`config.mk`:
```
export PLATFORM = sky130hd
export DESIGN_NAME = aux_reply_timer
export DESIGN_NICKNAME = d
export VERILOG_FILES = /design/src/rtl/aux_to_pkg.sv /design/src/rtl/aux_to_encode.sv /design/src/rtl/aux_to_cfg.sv /design/src/rtl/aux_to_timer.sv /design/src/rtl/aux_reply_timer.sv
export SDC_FILE = /design/constraint.sdc
export NUM_CORES = 1
export LEC_CHECK = 0
export CAP_MARGIN = 40
export CORE_ASPECT_RATIO = 0.7
export CORE_MARGIN = 3
export CORE_UTILIZATION = 52
export CTS_BUF_LIST = sky130_fd_sc_hd__clkbuf_8
export CTS_CLUSTER_SIZE = 30
export DETAILED_ROUTE_END_ITERATION = 12
export GPL_TIMING_DRIVEN = 0
export PLACE_DENSITY = 0.79
export SYNTH_ARGS = -nofsm -noshare
export SYNTH_HDL_FRONTEND = slang
export SYNTH_HIERARCHICAL = 1
export SYNTH_SLANG_ARGS = --single-unit
```
`constraint.sdc`:
```
create_clock -name clk -period 2.2 [get_ports clk]
set_input_delay 0.33 -clock clk [delete_from_list [all_inputs] [get_ports clk]]
set_output_delay 0.33 -clock clk [all_outputs]
set_load 0.05 [all_outputs]
```
`src/rtl/aux_to_pkg.sv`:
```
package aux_to_pkg;

    localparam int TO_US_W     = 16;
    localparam int TO_LEN_W    = 7;
    localparam int TO_MUL_W    = 2;
    localparam int TO_BASE_SH  = 3;
    localparam int TO_DEF_LEN  = 69;
    localparam int TO_MAX_LEN  = 127;

    typedef enum logic [1:0] {
        TMR_IDLE = 2'd0,
        TMR_RUN  = 2'd1,
        TMR_FIRE = 2'd2
    } tmr_state_e;

endpackage

```
`src/rtl/aux_to_encode.sv`:
```
module aux_to_encode #(
    parameter int US_W    = 16,
    parameter int LEN_W   = 7,
    parameter int MUL_W   = 2,
    parameter int BASE_SH = 3,
    parameter int DEF_LEN = 69,
    parameter int MAX_LEN = 127
) (
    input  logic [US_W-1:0]  req_us,
    output logic [LEN_W-1:0] enc_len,
    output logic [MUL_W-1:0] enc_mul
);

    localparam int NUM_MUL = 1 << MUL_W;
    localparam int SUM_W   = US_W + 1;

    logic [SUM_W-1:0]   req_ext;
    logic [NUM_MUL-1:0] fits;
    logic [SUM_W-1:0]   ceil_v [NUM_MUL];
    logic [MUL_W-1:0]   sel;
    logic [SUM_W-1:0]   raw_len;
    logic               found;

    assign req_ext = SUM_W'(req_us);

    // One range per scale: upper bound and rounded-up unit count.
    for (genvar k = 0; k < NUM_MUL; k++) begin : g_range
        localparam int SH    = BASE_SH + k;
        localparam int LIMIT = MAX_LEN << SH;
        if (k == NUM_MUL - 1) begin : g_top
            assign fits[k] = 1'b1;
        end else begin : g_mid
            assign fits[k] = (req_ext <= SUM_W'(LIMIT));
        end
        assign ceil_v[k] = (req_ext + SUM_W'((1 << SH) - 1)) >> SH;
    end

    // Smallest scale whose range holds the request.
    always_comb begin
        sel   = '0;
        found = 1'b0;
        for (int i = 0; i < NUM_MUL; i++) begin
            if (!found && fits[i]) begin
                sel   = MUL_W'(i);
                found = 1'b1;
            end
        end
    end

    assign raw_len = ceil_v[sel];

    always_comb begin
        if (req_us == '0) begin
            enc_mul = '0;
            enc_len = LEN_W'(DEF_LEN);
        end else begin
            enc_mul = sel;
            enc_len = (raw_len > SUM_W'(MAX_LEN)) ? LEN_W'(MAX_LEN)
                                                  : raw_len[LEN_W-1:0];
        end
    end

endmodule

```
`src/rtl/aux_to_cfg.sv`:
```
module aux_to_cfg #(
    parameter int US_W    = 16,
    parameter int LEN_W   = 7,
    parameter int MUL_W   = 2,
    parameter int BASE_SH = 3,
    parameter int DEF_LEN = 69,
    parameter int MAX_LEN = 127,
    parameter int PREV_W  = LEN_W + BASE_SH + (1 << MUL_W) - 1
) (
    input  logic              clk,
    input  logic              rst_n,
    input  logic              load,
    input  logic [US_W-1:0]   req_us,
    input  logic [LEN_W-1:0]  enc_len,
    input  logic [MUL_W-1:0]  enc_mul,
    output logic [LEN_W-1:0]  cfg_len,
    output logic [MUL_W-1:0]  cfg_mul,
    output logic [PREV_W-1:0] prev_us,
    output logic              prev_valid
);

    localparam int NUM_MUL  = 1 << MUL_W;
    localparam int LOW_TOP  = MAX_LEN << BASE_SH;
    localparam int HIGH_BOT = MAX_LEN << (BASE_SH + NUM_MUL - 2);

    always_ff @(posedge clk) begin
        if (!rst_n) begin
            cfg_len    <= LEN_W'(DEF_LEN);
            cfg_mul    <= '0;
            prev_us    <= '0;
            prev_valid <= 1'b0;
        end else begin
            prev_valid <= load;
            if (load) begin
                prev_us <= PREV_W'(cfg_len) << (BASE_SH + int'(cfg_mul));
                cfg_len <= enc_len;
                cfg_mul <= enc_mul;
            end
        end
    end

    AST_ZERO_DEFAULT: assert property (@(posedge clk) disable iff (!rst_n)
        (load && req_us == '0) |=> (cfg_len == LEN_W'(DEF_LEN) && cfg_mul == '0));

    AST_LOW_RANGE: assert property (@(posedge clk) disable iff (!rst_n)
        (load && req_us != '0 && int'(req_us) <= LOW_TOP) |=> (cfg_mul == '0));

    AST_TOP_RANGE: assert property (@(posedge clk) disable iff (!rst_n)
        (load && int'(req_us) > HIGH_BOT) |=> (cfg_mul == MUL_W'(NUM_MUL - 1)));

    AST_LEN_BOUND: assert property (@(posedge clk) disable iff (!rst_n)
        (int'(cfg_len) <= MAX_LEN && cfg_len != '0));

    AST_PREV_HOLD: assert property (@(posedge clk) disable iff (!rst_n)
        !load |=> ($stable(prev_us) && !prev_valid));

endmodule

```
`src/rtl/aux_to_timer.sv`:
```
module aux_to_timer
    import aux_to_pkg::*;
#(
    parameter int LEN_W   = 7,
    parameter int MUL_W   = 2,
    parameter int BASE_SH = 3
) (
    input  logic             clk,
    input  logic             rst_n,
    input  logic             tick,
    input  logic             start,
    input  logic             reply_seen,
    input  logic [LEN_W-1:0] len_in,
    input  logic [MUL_W-1:0] mul_in,
    output logic             busy,
    output logic             timeout
);

    localparam int NUM_MUL = 1 << MUL_W;
    localparam int SUB_W   = BASE_SH + NUM_MUL - 1;

    tmr_state_e       state_q, state_d;
    logic [LEN_W-1:0] act_len;
    logic [MUL_W-1:0] act_mul;
    logic [SUB_W-1:0] sub_q;
    logic [LEN_W-1:0] units_q;
    logic [SUB_W-1:0] unit_last;
    logic             unit_done;
    logic             last_unit;
    logic             launch_state;

    assign unit_last = SUB_W'((1 << (BASE_SH + int'(act_mul))) - 1);
    assign unit_done = tick && (sub_q == unit_last);
    assign last_unit = (units_q == act_len - LEN_W'(1));

    // State register
    always_ff @(posedge clk) begin
        if (!rst_n) state_q <= TMR_IDLE;
        else        state_q <= state_d;
    end

    // Next-state logic; start always wins
    always_comb begin
        launch_state = (len_in == '0) ? 1'b1 : 1'b0;
        state_d      = state_q;
        unique case (state_q)
            TMR_IDLE: begin
                if (start) state_d = launch_state ? TMR_FIRE : TMR_RUN;
            end
            TMR_RUN: begin
                if (start)                       state_d = launch_state ? TMR_FIRE : TMR_RUN;
                else if (reply_seen)             state_d = TMR_IDLE;
                else if (unit_done && last_unit) state_d = TMR_FIRE;
            end
            TMR_FIRE: begin
                if (start) state_d = launch_state ? TMR_FIRE : TMR_RUN;
                else       state_d = TMR_IDLE;
            end
            default: state_d = TMR_IDLE;
        endcase
    end

    // Unit counters and the setting captured at launch
    always_ff @(posedge clk) begin
        if (!rst_n) begin
            act_len <= '0;
            act_mul <= '0;
            sub_q   <= '0;
            units_q <= '0;
        end else if (start) begin
            act_len <= len_in;
            act_mul <= mul_in;
            sub_q   <= '0;
            units_q <= '0;
        end else if (state_q == TMR_RUN && tick) begin
            if (unit_done) begin
                sub_q   <= '0;
                units_q <= units_q + LEN_W'(1);
            end else begin
                sub_q   <= sub_q + SUB_W'(1);
            end
        end
    end

    // Outputs
    always_comb begin
        busy    = 1'b0;
        timeout = 1'b0;
        unique case (state_q)
            TMR_IDLE: ;
            TMR_RUN:  busy    = 1'b1;
            TMR_FIRE: timeout = 1'b1;
            default: ;
        endcase
    end

    AST_PULSE_WIDTH: assert property (@(posedge clk) disable iff (!rst_n)
        (timeout && !start) |=> !timeout);

    AST_UNIT_BOUND: assert property (@(posedge clk) disable iff (!rst_n)
        busy |-> (units_q < act_len));

    AST_REPLY_HALT: assert property (@(posedge clk) disable iff (!rst_n)
        (busy && reply_seen && !start) |=> (!busy && !timeout));

    AST_ACTIVE_LOCK: assert property (@(posedge clk) disable iff (!rst_n)
        (busy && !start) |=> ($stable(act_len) && $stable(act_mul)));

    AST_RESTART_CLEAR: assert property (@(posedge clk) disable iff (!rst_n)
        (start && len_in != '0) |=> (busy && units_q == '0 && sub_q == '0));

endmodule

```
`src/rtl/aux_reply_timer.sv`:
```
module aux_reply_timer
    import aux_to_pkg::*;
#(
    parameter int US_W    = TO_US_W,
    parameter int LEN_W   = TO_LEN_W,
    parameter int MUL_W   = TO_MUL_W,
    parameter int BASE_SH = TO_BASE_SH,
    parameter int DEF_LEN = TO_DEF_LEN,
    parameter int MAX_LEN = TO_MAX_LEN,
    parameter int PREV_W  = LEN_W + BASE_SH + (1 << MUL_W) - 1
) (
    input  logic              clk,
    input  logic              rst_n,
    input  logic              tick_1us,
    input  logic              start,
    input  logic              reply_seen,
    input  logic              cfg_load,
    input  logic [US_W-1:0]   timeout_us,
    output logic [LEN_W-1:0]  cfg_len,
    output logic [MUL_W-1:0]  cfg_mul,
    output logic [PREV_W-1:0] prev_us,
    output logic              prev_valid,
    output logic              busy,
    output logic              timeout
);

    logic [LEN_W-1:0] enc_len;
    logic [MUL_W-1:0] enc_mul;

    aux_to_encode #(
        .US_W(US_W), .LEN_W(LEN_W), .MUL_W(MUL_W),
        .BASE_SH(BASE_SH), .DEF_LEN(DEF_LEN), .MAX_LEN(MAX_LEN)
    ) u_encode (
        .req_us  (timeout_us),
        .enc_len (enc_len),
        .enc_mul (enc_mul)
    );

    aux_to_cfg #(
        .US_W(US_W), .LEN_W(LEN_W), .MUL_W(MUL_W), .BASE_SH(BASE_SH),
        .DEF_LEN(DEF_LEN), .MAX_LEN(MAX_LEN), .PREV_W(PREV_W)
    ) u_cfg (
        .clk        (clk),
        .rst_n      (rst_n),
        .load       (cfg_load),
        .req_us     (timeout_us),
        .enc_len    (enc_len),
        .enc_mul    (enc_mul),
        .cfg_len    (cfg_len),
        .cfg_mul    (cfg_mul),
        .prev_us    (prev_us),
        .prev_valid (prev_valid)
    );

    aux_to_timer #(
        .LEN_W(LEN_W), .MUL_W(MUL_W), .BASE_SH(BASE_SH)
    ) u_timer (
        .clk        (clk),
        .rst_n      (rst_n),
        .tick       (tick_1us),
        .start      (start),
        .reply_seen (reply_seen),
        .len_in     (cfg_len),
        .mul_in     (cfg_mul),
        .busy       (busy),
        .timeout    (timeout)
    );

endmodule

```
==> results.rst, run 1 <==
.. list-table::
   :header-rows: 1

   * - Metric
     - Value
   * - Combined global-route utilization of all metal layers
     - 24.5%
   * - Clock latency reported for the late side of the worst-skew pair
     - 0.30 ns
   * - Area of the core region
     - 6010 um^2
   * - Final worst-path setup slack
     - 0.00393 ns
   * - Switching power
     - 746 uW
   * - Final hold violation count
     - 0
   * - Buffers & Inverters on Critical Path
     - 4
   * - Share of post-route cells with drive strength above 1
     - 19.7%
   * - Max-Cap Viols
     - 0
   * - Switching share of power
     - about 33%
   * - Endpoint arrival time on the critical path
     - 2.38 ns
   * - Required time of the worst setup path
     - ~2.4 ns
   * - Total number of H-tree levels
     - 2
   * - Clock tree from TritonCTS
     - done
   * - Longest Clk Path Bufs
     - 2
   * - Util after Layout
     - a little over two thirds
   * - CP dominant cell by count
     - sky130_fd_sc_hd__buf_6
   * - Pin count of the biggest net entering global routing
     - 17
   * - Largest family of logic cells by synthesized area
     - simple AND/OR/NAND/NOR gates
   * - Row count
     - 23
   * - Wire length of the first global-routing pass
     - 14700 um
   * - Dominant register cell in the synthesized netlist
     - sky130_fd_sc_hd__dfxtp_1
   * - Count of input and output buffers
     - 39
   * - Highest-delay cell along the critical path
     - sky130_fd_sc_hd__dfxtp_2
   * - Xor/xnor share of the synthesized area
     - 8.49%
   * - Clock Power Share
     - a little under 30%
   * - Worst setup path startpoint
     - u_cfg/cfg_mul[0]$_SDFFE_PN0P_
   * - FF-to-FF setup slack
     - 0.004 ns
   * - Delay-heaviest family, CP
     - buffers and inverters
   * - Sequential share of power
     - 41.7%
   * - Startpoint of the tightest hold check path
     - cfg_load
   * - Cell count after placement
     - 515
   * - Number of top-level pins
     - 47
   * - Fraction of synthesized area in multiplexers
     - 9.38%
   * - Static leakage
     - 1.60 nW
   * - Synth async-reset ratio
     - 0%
   * - Total clock sinks
     - 47
   * - Part of the cycle the worst path needs
     - 99.8%
   * - Worst hold-check path type
     - input port to flip-flop
   * - Maximum vdd drop
     - 0.312 mV
   * - Non-filler instance count after layout
     - around 530
   * - Adder-cell share of the synthesized area
     - under 10%
   * - Crit. End Element
     - flip-flop
   * - Area of the mapped netlist
     - 3400 um^2
   * - Area growth syn-to-layout
     - 22.9%
   * - Via count of the first global-routing pass
     - 3054
   * - Post-Place Worst Slack
     - -0.742 ns
   * - Worst hold stages
     - 2
   * - Share of the synthesized area in the top cell type
     - between 20% and 30%
   * - Vias/cell
     - 6.16
   * - Synth Area in Compound Gates
     - approximately 20%
   * - Slew Limit Fails
     - 0
   * - Routed WL per cell
     - 18.0 um
   * - Gate power share
     - 29.1%
   * - Worst Max-Slew Pin Slew
     - 0.640 ns
   * - Endpoint with the worst hold slack
     - u_cfg/prev_valid$_SDFF_PN0_
   * - R2R cell count
     - 9
   * - Cell-internal power
     - between 1 and 1.5 mW
   * - Clock skew
     - 0.0100 ns
   * - Pwr per Cell Area
     - around 540 nW/um^2
   * - Critical path peak fanout
     - 10
   * - CP cell instances
     - buf_6, buf_6, inv_2, ha_1, buf_6, mux2i_2, mux2i_1, a32oi_1, a21oi_1
   * - Number of vias after detailed routing
     - about 3300
   * - Fill cells
     - 491
   * - Power after layout
     - 2.24 mW
   * - Hold-fix buffers at CTS
     - 0
   * - Root Buffer Master
     - sky130_fd_sc_hd__clkbuf_8
   * - Die W
     - 103 um
   * - Net total in the final layout
     - between 400 and 500
   * - CP Class
     - flip-flop to flip-flop
   * - RD Place Congestion
     - a little under 0.9
   * - Register Area
     - 942 um^2
   * - Startpoint of the worst register-to-register path
     - u_cfg/cfg_mul[0]$_SDFFE_PN0P_
   * - Diode count
     - 0
   * - Die boundary height
     - 73.7 um
   * - Slew margin rel.
     - 57.3%
   * - Sequential share of the synthesized area
     - 27.6%
   * - Antenna violations before repair
     - 0
   * - FMAX
     - 455 MHz
   * - Result of the run
     - complete, no violations
   * - Clock Pin Slew Worst Setup and Hold Paths
     - 0.10 ns
   * - Average size of a mapped cell
     - 8.53 um^2
   * - Time the final worst path needs with I/O delays and setup
     - about 2.2 ns
   * - Cell type contributing the most total cell area after synthesis
     - sky130_fd_sc_hd__dfxtp_1
   * - Delay contributed by the slowest stage of the critical path
     - 0.37 ns
   * - Cell types occupying the most area after synthesis
     - sky130_fd_sc_hd__dfxtp_1 (28%), sky130_fd_sc_hd__mux2i_1 (7.9%), sky130_fd_sc_hd__xnor2_1 (4.9%)
   * - Residual antenna-violating net count after detailed routing
     - 0
   * - Startpoint type of the worst setup path
     - flip-flop
   * - Simple-gate share of the synthesized area
     - 25.0%
   * - Count of unique library cells instantiated by Yosys
     - 87
   * - Number of storage elements in the synthesis netlist
     - 47
   * - Warnings from Yosys
     - 6
   * - HPWL Detailed
     - 6760 um
   * - Number of buffers inserted during clock tree synthesis
     - 5
   * - Footprint of the multi-input gates
     - 2330 um^2
   * - Detailed Route WL
     - about 9600 um
   * - Residual overflow from global routing
     - 0
   * - Starting DRC count in detailed routing
     - between 200 and 250
   * - Setup Viol. Count Final
     - 0
   * - EDFF count, synth
     - 0
   * - Die Footprint
     - roughly 7600 um^2
   * - Synthesized netlist cell count
     - roughly 400
   * - RR Endpoint
     - u_cfg/prev_us[4]$_SDFFE_PN0P_
   * - Effective utilization at floorplan
     - 56.6%
   * - DRC
     - 0
   * - 1st-pass router iterations
     - 5
   * - RSZ-0062 raised after global routing
     - yes
## synthesized netlist by cell type (4+ instances only)
cell                       count
sky130_fd_sc_hd__dfxtp_1      47
sky130_fd_sc_hd__nand2_1      39
sky130_fd_sc_hd__mux2i_1      27
sky130_fd_sc_hd__a21oi_1      24
sky130_fd_sc_hd__nor2b_1      20
sky130_fd_sc_hd__nor2_1       19
sky130_fd_sc_hd__xnor2_1      19
sky130_fd_sc_hd__xor2_1       14
sky130_fd_sc_hd__o21ai_0      13
sky130_fd_sc_hd__nand3_1      10
sky130_fd_sc_hd__nor3_1       10
sky130_fd_sc_hd__buf_2         7
sky130_fd_sc_hd__buf_6         7
sky130_fd_sc_hd__inv_1         7
sky130_fd_sc_hd__ha_1          6
sky130_fd_sc_hd__nor4_1        6
sky130_fd_sc_hd__and2_1        5
sky130_fd_sc_hd__clkbuf_1      5
sky130_fd_sc_hd__inv_2         5
sky130_fd_sc_hd__nand2b_1      5
sky130_fd_sc_hd__o31ai_1       5
sky130_fd_sc_hd__or4_1         5
sky130_fd_sc_hd__o21a_1        4
## worst register-to-register path, delay by kind of cell, from the launching register on
family / cells / cell delay (ns)
buffers and inverters: 4 / 0.53
flip-flops: 1 / 0.37
AO/OA/AOI/OAI: 2 / 0.37
multiplexers: 2 / 0.53
adder cells (fa/ha/maj): 1 / 0.29
## metrics by stage
| stage | TNS [ns] | instance area, um^2 | hold slack [ns] |
|---|---|---|---|
| floorplan | -0.252 | 3420 | 0.468 |
| finish | 0 | 4180 | 0.377 |
| global placement | -5.39 | 3910 | 0.442 |
| CTS | 0 | 4090 | 0.359 |
| global route | -0.112 | 4180 | 0.386 |
| detailed placement | -4.85 | 3910 | 0.454 |
## flip-flops by register name, summed over array words and instances (netlist names), 2 cells and up
name and flops:
u_cfg/prev_us 13, u_timer/sub_q 6, u_timer/state_q 2, u_timer/act_mul 2, u_timer/units_q 7, u_cfg/cfg_len 7
u_timer/act_len 7, u_cfg/cfg_mul 2
## area by class of cell
| cell class | count | area share (%) |
|---|---|---|
| inverters | 13 | 1.29 |
| repair buffers | 53 | 11.6 |
| plain buffers | 23 | 3.95 |
| well taps | 75 | 2.24 |
| flip-flops and latches | 47 | 22.5 |
| clock inverters | 3 | 1.11 |
| clock buffers | 5 | 1.65 |
| multi-input cells | 314 | 55.6 |
## cells in the final DEF, fill, tap and decap left out, drive strengths merged, types with 9 or more instances in the layout
cell,Yosys,final
nor2,20,20
xnor2,19,19
buf,19,34
inv,13,14
o21ai,16,16
dfxtp,47,47
and2,9,9
nand3,10,10
xor2,14,14
nor2b,21,21
nor3,13,13
clkdlybuf4s50,0,28
nand2,39,39
clkbuf,7,16
a21oi,24,24
mux2i,27,27
## cell families (layout without fill, tap and decap cells)
family          count (synthesis)  in the layout
compound gates                 93             93
xor+xnor                       33             33
fa+ha+maj                       6              6
buf+inv                        39             97
flops                          47             47
mux                            30             30
other cells                     1              2
simple gates                  150            150
## routing by layer
metal  share of wire, %  track usage, %  wire length [um]  vias to the layer above
met2                 48            39.8              4590                      145
met5                  0               0                 0                        -
li1                   -               -                 -                     1555
met4               0.85            5.39                82                        0
met3                7.2            4.93               692                       13
met1                 44            33.5              4240                     1571
## worst max-delay path by stage
stage	cells after the start	slack [ns]	end
final	9	0.004	u_cfg/prev_us[4]$_SDFFE_PN0P_
after global routing	11	-0.04	u_cfg/cfg_len[2]$_SDFFE_PN1P_
after CTS	9	0.004	u_cfg/cfg_len[2]$_SDFFE_PN1P_
after detailed placement	11	-0.74	u_cfg/cfg_len[5]$_SDFFE_PN0P_
after global placement	10	-0.86	u_cfg/cfg_len[5]$_SDFFE_PN0P_
after floorplan	10	-0.09	u_cfg/cfg_len[3]$_SDFFE_PN0P_
## power groups by stage
stage	registers, mW	clock network [mW]	logic (mW)
after floorplan	1.04	0	0.347
after global placement	0.951	0	0.596
after detailed placement	0.952	0	0.612
after CTS	0.933	0.676	0.618
after global routing	0.940	0.699	0.693
final	0.935	0.654	0.651
## repair_timing
| action | CTS | global route |
|---|---|---|
| pin swaps | 10 | 9 |
| resized for setup | 29 | 29 |
| setup buffers | 10 | 3 |
| endpoints found under the setup margin | 7 | 10 |
No activity file was read; power rests on OpenSTA's default activity.
==> run 2: changes to the inputs <==
- RECOVER_POWER: unset -> 50
==> run 2 against run 1 <==
  * Register-to-register slack about the same
  * Sequential share of layout area did not move
  * Clock power barely moved
  * Die area did not move
  * Sequential power about the same
  * Non-clock buffer count did not move
  * Clock-buffer cell count unchanged
  * Fmax rose by 0.58%
  * Via count is essentially flat
  * Highest routed layer unchanged
  * First-iteration DRC count decreased by 2.0%
==> results.rst, run 2 (synthesis results as in run 1) <==
.. list-table::
   :header-rows: 1

   * - Metric
     - Value
   * - Result of the run
     - complete, no violations
   * - RD Place Congestion
     - approximately 0.88
   * - Effective utilization at floorplan
     - 56.6%
   * - Net total in the final layout
     - between 400 and 500
   * - Final hold violation count
     - 0
   * - Vias/cell
     - 6.16
   * - Clock Pin Slew Worst Setup and Hold Paths
     - 0.10 ns
   * - Root Buffer Master
     - sky130_fd_sc_hd__clkbuf_8
   * - Detailed Route WL
     - roughly 9600 um
   * - Antenna violations before repair
     - 0
   * - Hold-fix buffers at CTS
     - 0
   * - Share of post-route cells with drive strength above 1
     - 19.7%
   * - Part of the cycle the worst path needs
     - 99.2%
   * - Total number of H-tree levels
     - 2
   * - Startpoint type of the worst setup path
     - input port
   * - Wire length of the first global-routing pass
     - 14700 um
   * - Crit. End Element
     - flip-flop
   * - Non-filler instance count after layout
     - approximately 530
   * - Endpoint arrival time on the critical path
     - 2.43 ns
   * - Area growth syn-to-layout
     - 22.9%
   * - Worst hold-check path type
     - input port to flip-flop
   * - Pin count of the biggest net entering global routing
     - 17
   * - CP Class
     - input port to flip-flop
   * - Register Area
     - 942 um^2
   * - Most frequent standard cell in the layout excluding fill and tap cells
     - sky130_fd_sc_hd__dfxtp_1
   * - Clock tree from TritonCTS
     - done
   * - Footprint of the multi-input gates
     - around 2300 um^2
   * - HPWL Detailed
     - 6760 um
   * - Time the final worst path needs with I/O delays and setup
     - 2.18 ns
   * - Diode count
     - 0
   * - Pwr per Cell Area
     - 534 nW/um^2
   * - Maximum vdd drop
     - 0.312 mV
   * - Slew Limit Fails
     - 0
   * - Flip-flop count of the largest register, all copies and words added
     - 13
   * - Number of top-level pins
     - 47
   * - Hold slack final
     - 0.379 ns
   * - Residual overflow from global routing
     - 0
   * - 1st-pass router iterations
     - 5
   * - Power after layout
     - around 2.2 mW
   * - Critical path peak fanout
     - 4
   * - Number of vias after detailed routing
     - 3281
   * - Highest-count cells in the layout ignoring fill and taps
     - sky130_fd_sc_hd__dfxtp_1 (46), sky130_fd_sc_hd__nand2_1 (37), sky130_fd_sc_hd__mux2i_1 (25)
   * - Largest reg by FF count
     - u_cfg/prev_us
   * - Total clock sinks
     - 47
   * - Die boundary height
     - 73.7 um
   * - Die W
     - 103 um
   * - Routed WL per cell
     - 18.0 um
   * - Clock skew
     - about 0.010 ns
   * - Combined global-route utilization of all metal layers
     - 24.5%
   * - Starting DRC count in detailed routing
     - 201
   * - Clock latency reported for the late side of the worst-skew pair
     - ~0.3 ns
   * - Row count
     - 23
   * - Static leakage
     - 1.64 nW
   * - Longest Clk Path Bufs
     - 2
   * - DRC
     - 0
   * - Cell count after placement
     - about 500
   * - Max-Cap Viols
     - 0
   * - Die Footprint
     - 7570 um^2
   * - Worst Max-Slew Pin Slew
     - 0.599 ns
   * - Count of input and output buffers
     - 39
   * - Via count of the first global-routing pass
     - approximately 3000
   * - RSZ-0062 raised after global routing
     - yes
   * - Area of the core region
     - 6010 um^2
   * - Required time of the worst setup path
     - 2.45 ns
   * - Residual antenna-violating net count after detailed routing
     - 0
   * - FMAX
     - ~460 MHz
   * - Slew margin rel.
     - 59.0%
   * - Number of buffers inserted during clock tree synthesis
     - 5
   * - Setup Viol. Count Final
     - 0
   * - Fill cells
     - just under 500
-- run 2: final timing paths --
| kind | cells after the start | slack (ns) | to | from |
|---|---|---|---|---|
| worst min register to register | 2 | 0.46 | u_cfg/prev_us[12]$_SDFFE_PN0P_ | u_cfg/prev_us[12]$_SDFFE_PN0P_ |
| worst min-delay path | 2 | 0.38 | u_cfg/prev_valid$_SDFF_PN0_ | cfg_load |
| worst max-delay path | 11 | 0.02 | u_cfg/cfg_len[1]$_SDFFE_PN0P_ | timeout_us[2] |
| worst max register to register | 9 | 0.02 | u_cfg/prev_us[4]$_SDFFE_PN0P_ | u_cfg/cfg_mul[0]$_SDFFE_PN0P_ |
-- run 2: routing by layer --
metal  GRT usage, %  up-vias  routed length [um]
met5              0        -                   0
li1               -     1555                   -
met4           5.39        0                 100
met3           4.93       15                 694
met2           39.8      132                4540
met1           33.5     1579                4250
-- run 2: report_power, final --
group	internal, mW	switching, mW	total [mW]
combinational	0.254	0.390	0.644
clock	0.343	0.313	0.655
sequential	0.890	0.0438	0.934
total	1.49	0.746	2.23
-- run 2: worst max-delay path: stages --
cell	delay, ns
sky130_fd_sc_hd__buf_6	0.10
sky130_fd_sc_hd__or4_4	0.57
sky130_fd_sc_hd__buf_12	0.16
sky130_fd_sc_hd__nand4_4	0.09
sky130_fd_sc_hd__nor2_1	0.05
sky130_fd_sc_hd__a311o_2	0.40
sky130_fd_sc_hd__buf_6	0.15
sky130_fd_sc_hd__a211o_4	0.27
sky130_fd_sc_hd__a21oi_2	0.14
sky130_fd_sc_hd__mux2i_1	0.08
sky130_fd_sc_hd__nor2b_1	0.11
-- run 2: stage by stage --
step	util [%]	cell area [um^2]	TNS, ns	setup WS, ns
3_5_place_dp	65.0	3910	-4.85	-0.742
4_1_cts	68.0	4090	0	0.00419
3_3_place_gp	64.9	3910	-5.39	-0.860
5_1_grt	69.5	4180	-0.110	-0.0436
2_1_floorplan	-	3420	-0.252	-0.0852
6_report	69.5	4180	0	0.0165
-- run 2: repair_timing --
| action | CTS | global route |
|---|---|---|
| endpoints found under the setup margin | 7 | 10 |
| pin swaps | 10 | 9 |
| gates resized for setup | 29 | 29 |
| buffers inserted | 10 | 3 |
-- run 2: area by class of cell --
cell class / count / area share, %
Sequential cell: 47 / 22.5
Tap cell: 75 / 2.24
Multi-Input combinational cell: 314 / 55.6
Clock buffer: 5 / 1.65
Buffer: 23 / 3.95
Clock inverter: 3 / 1.11
Timing Repair Buffer: 53 / 11.6
Inverter: 13 / 1.29
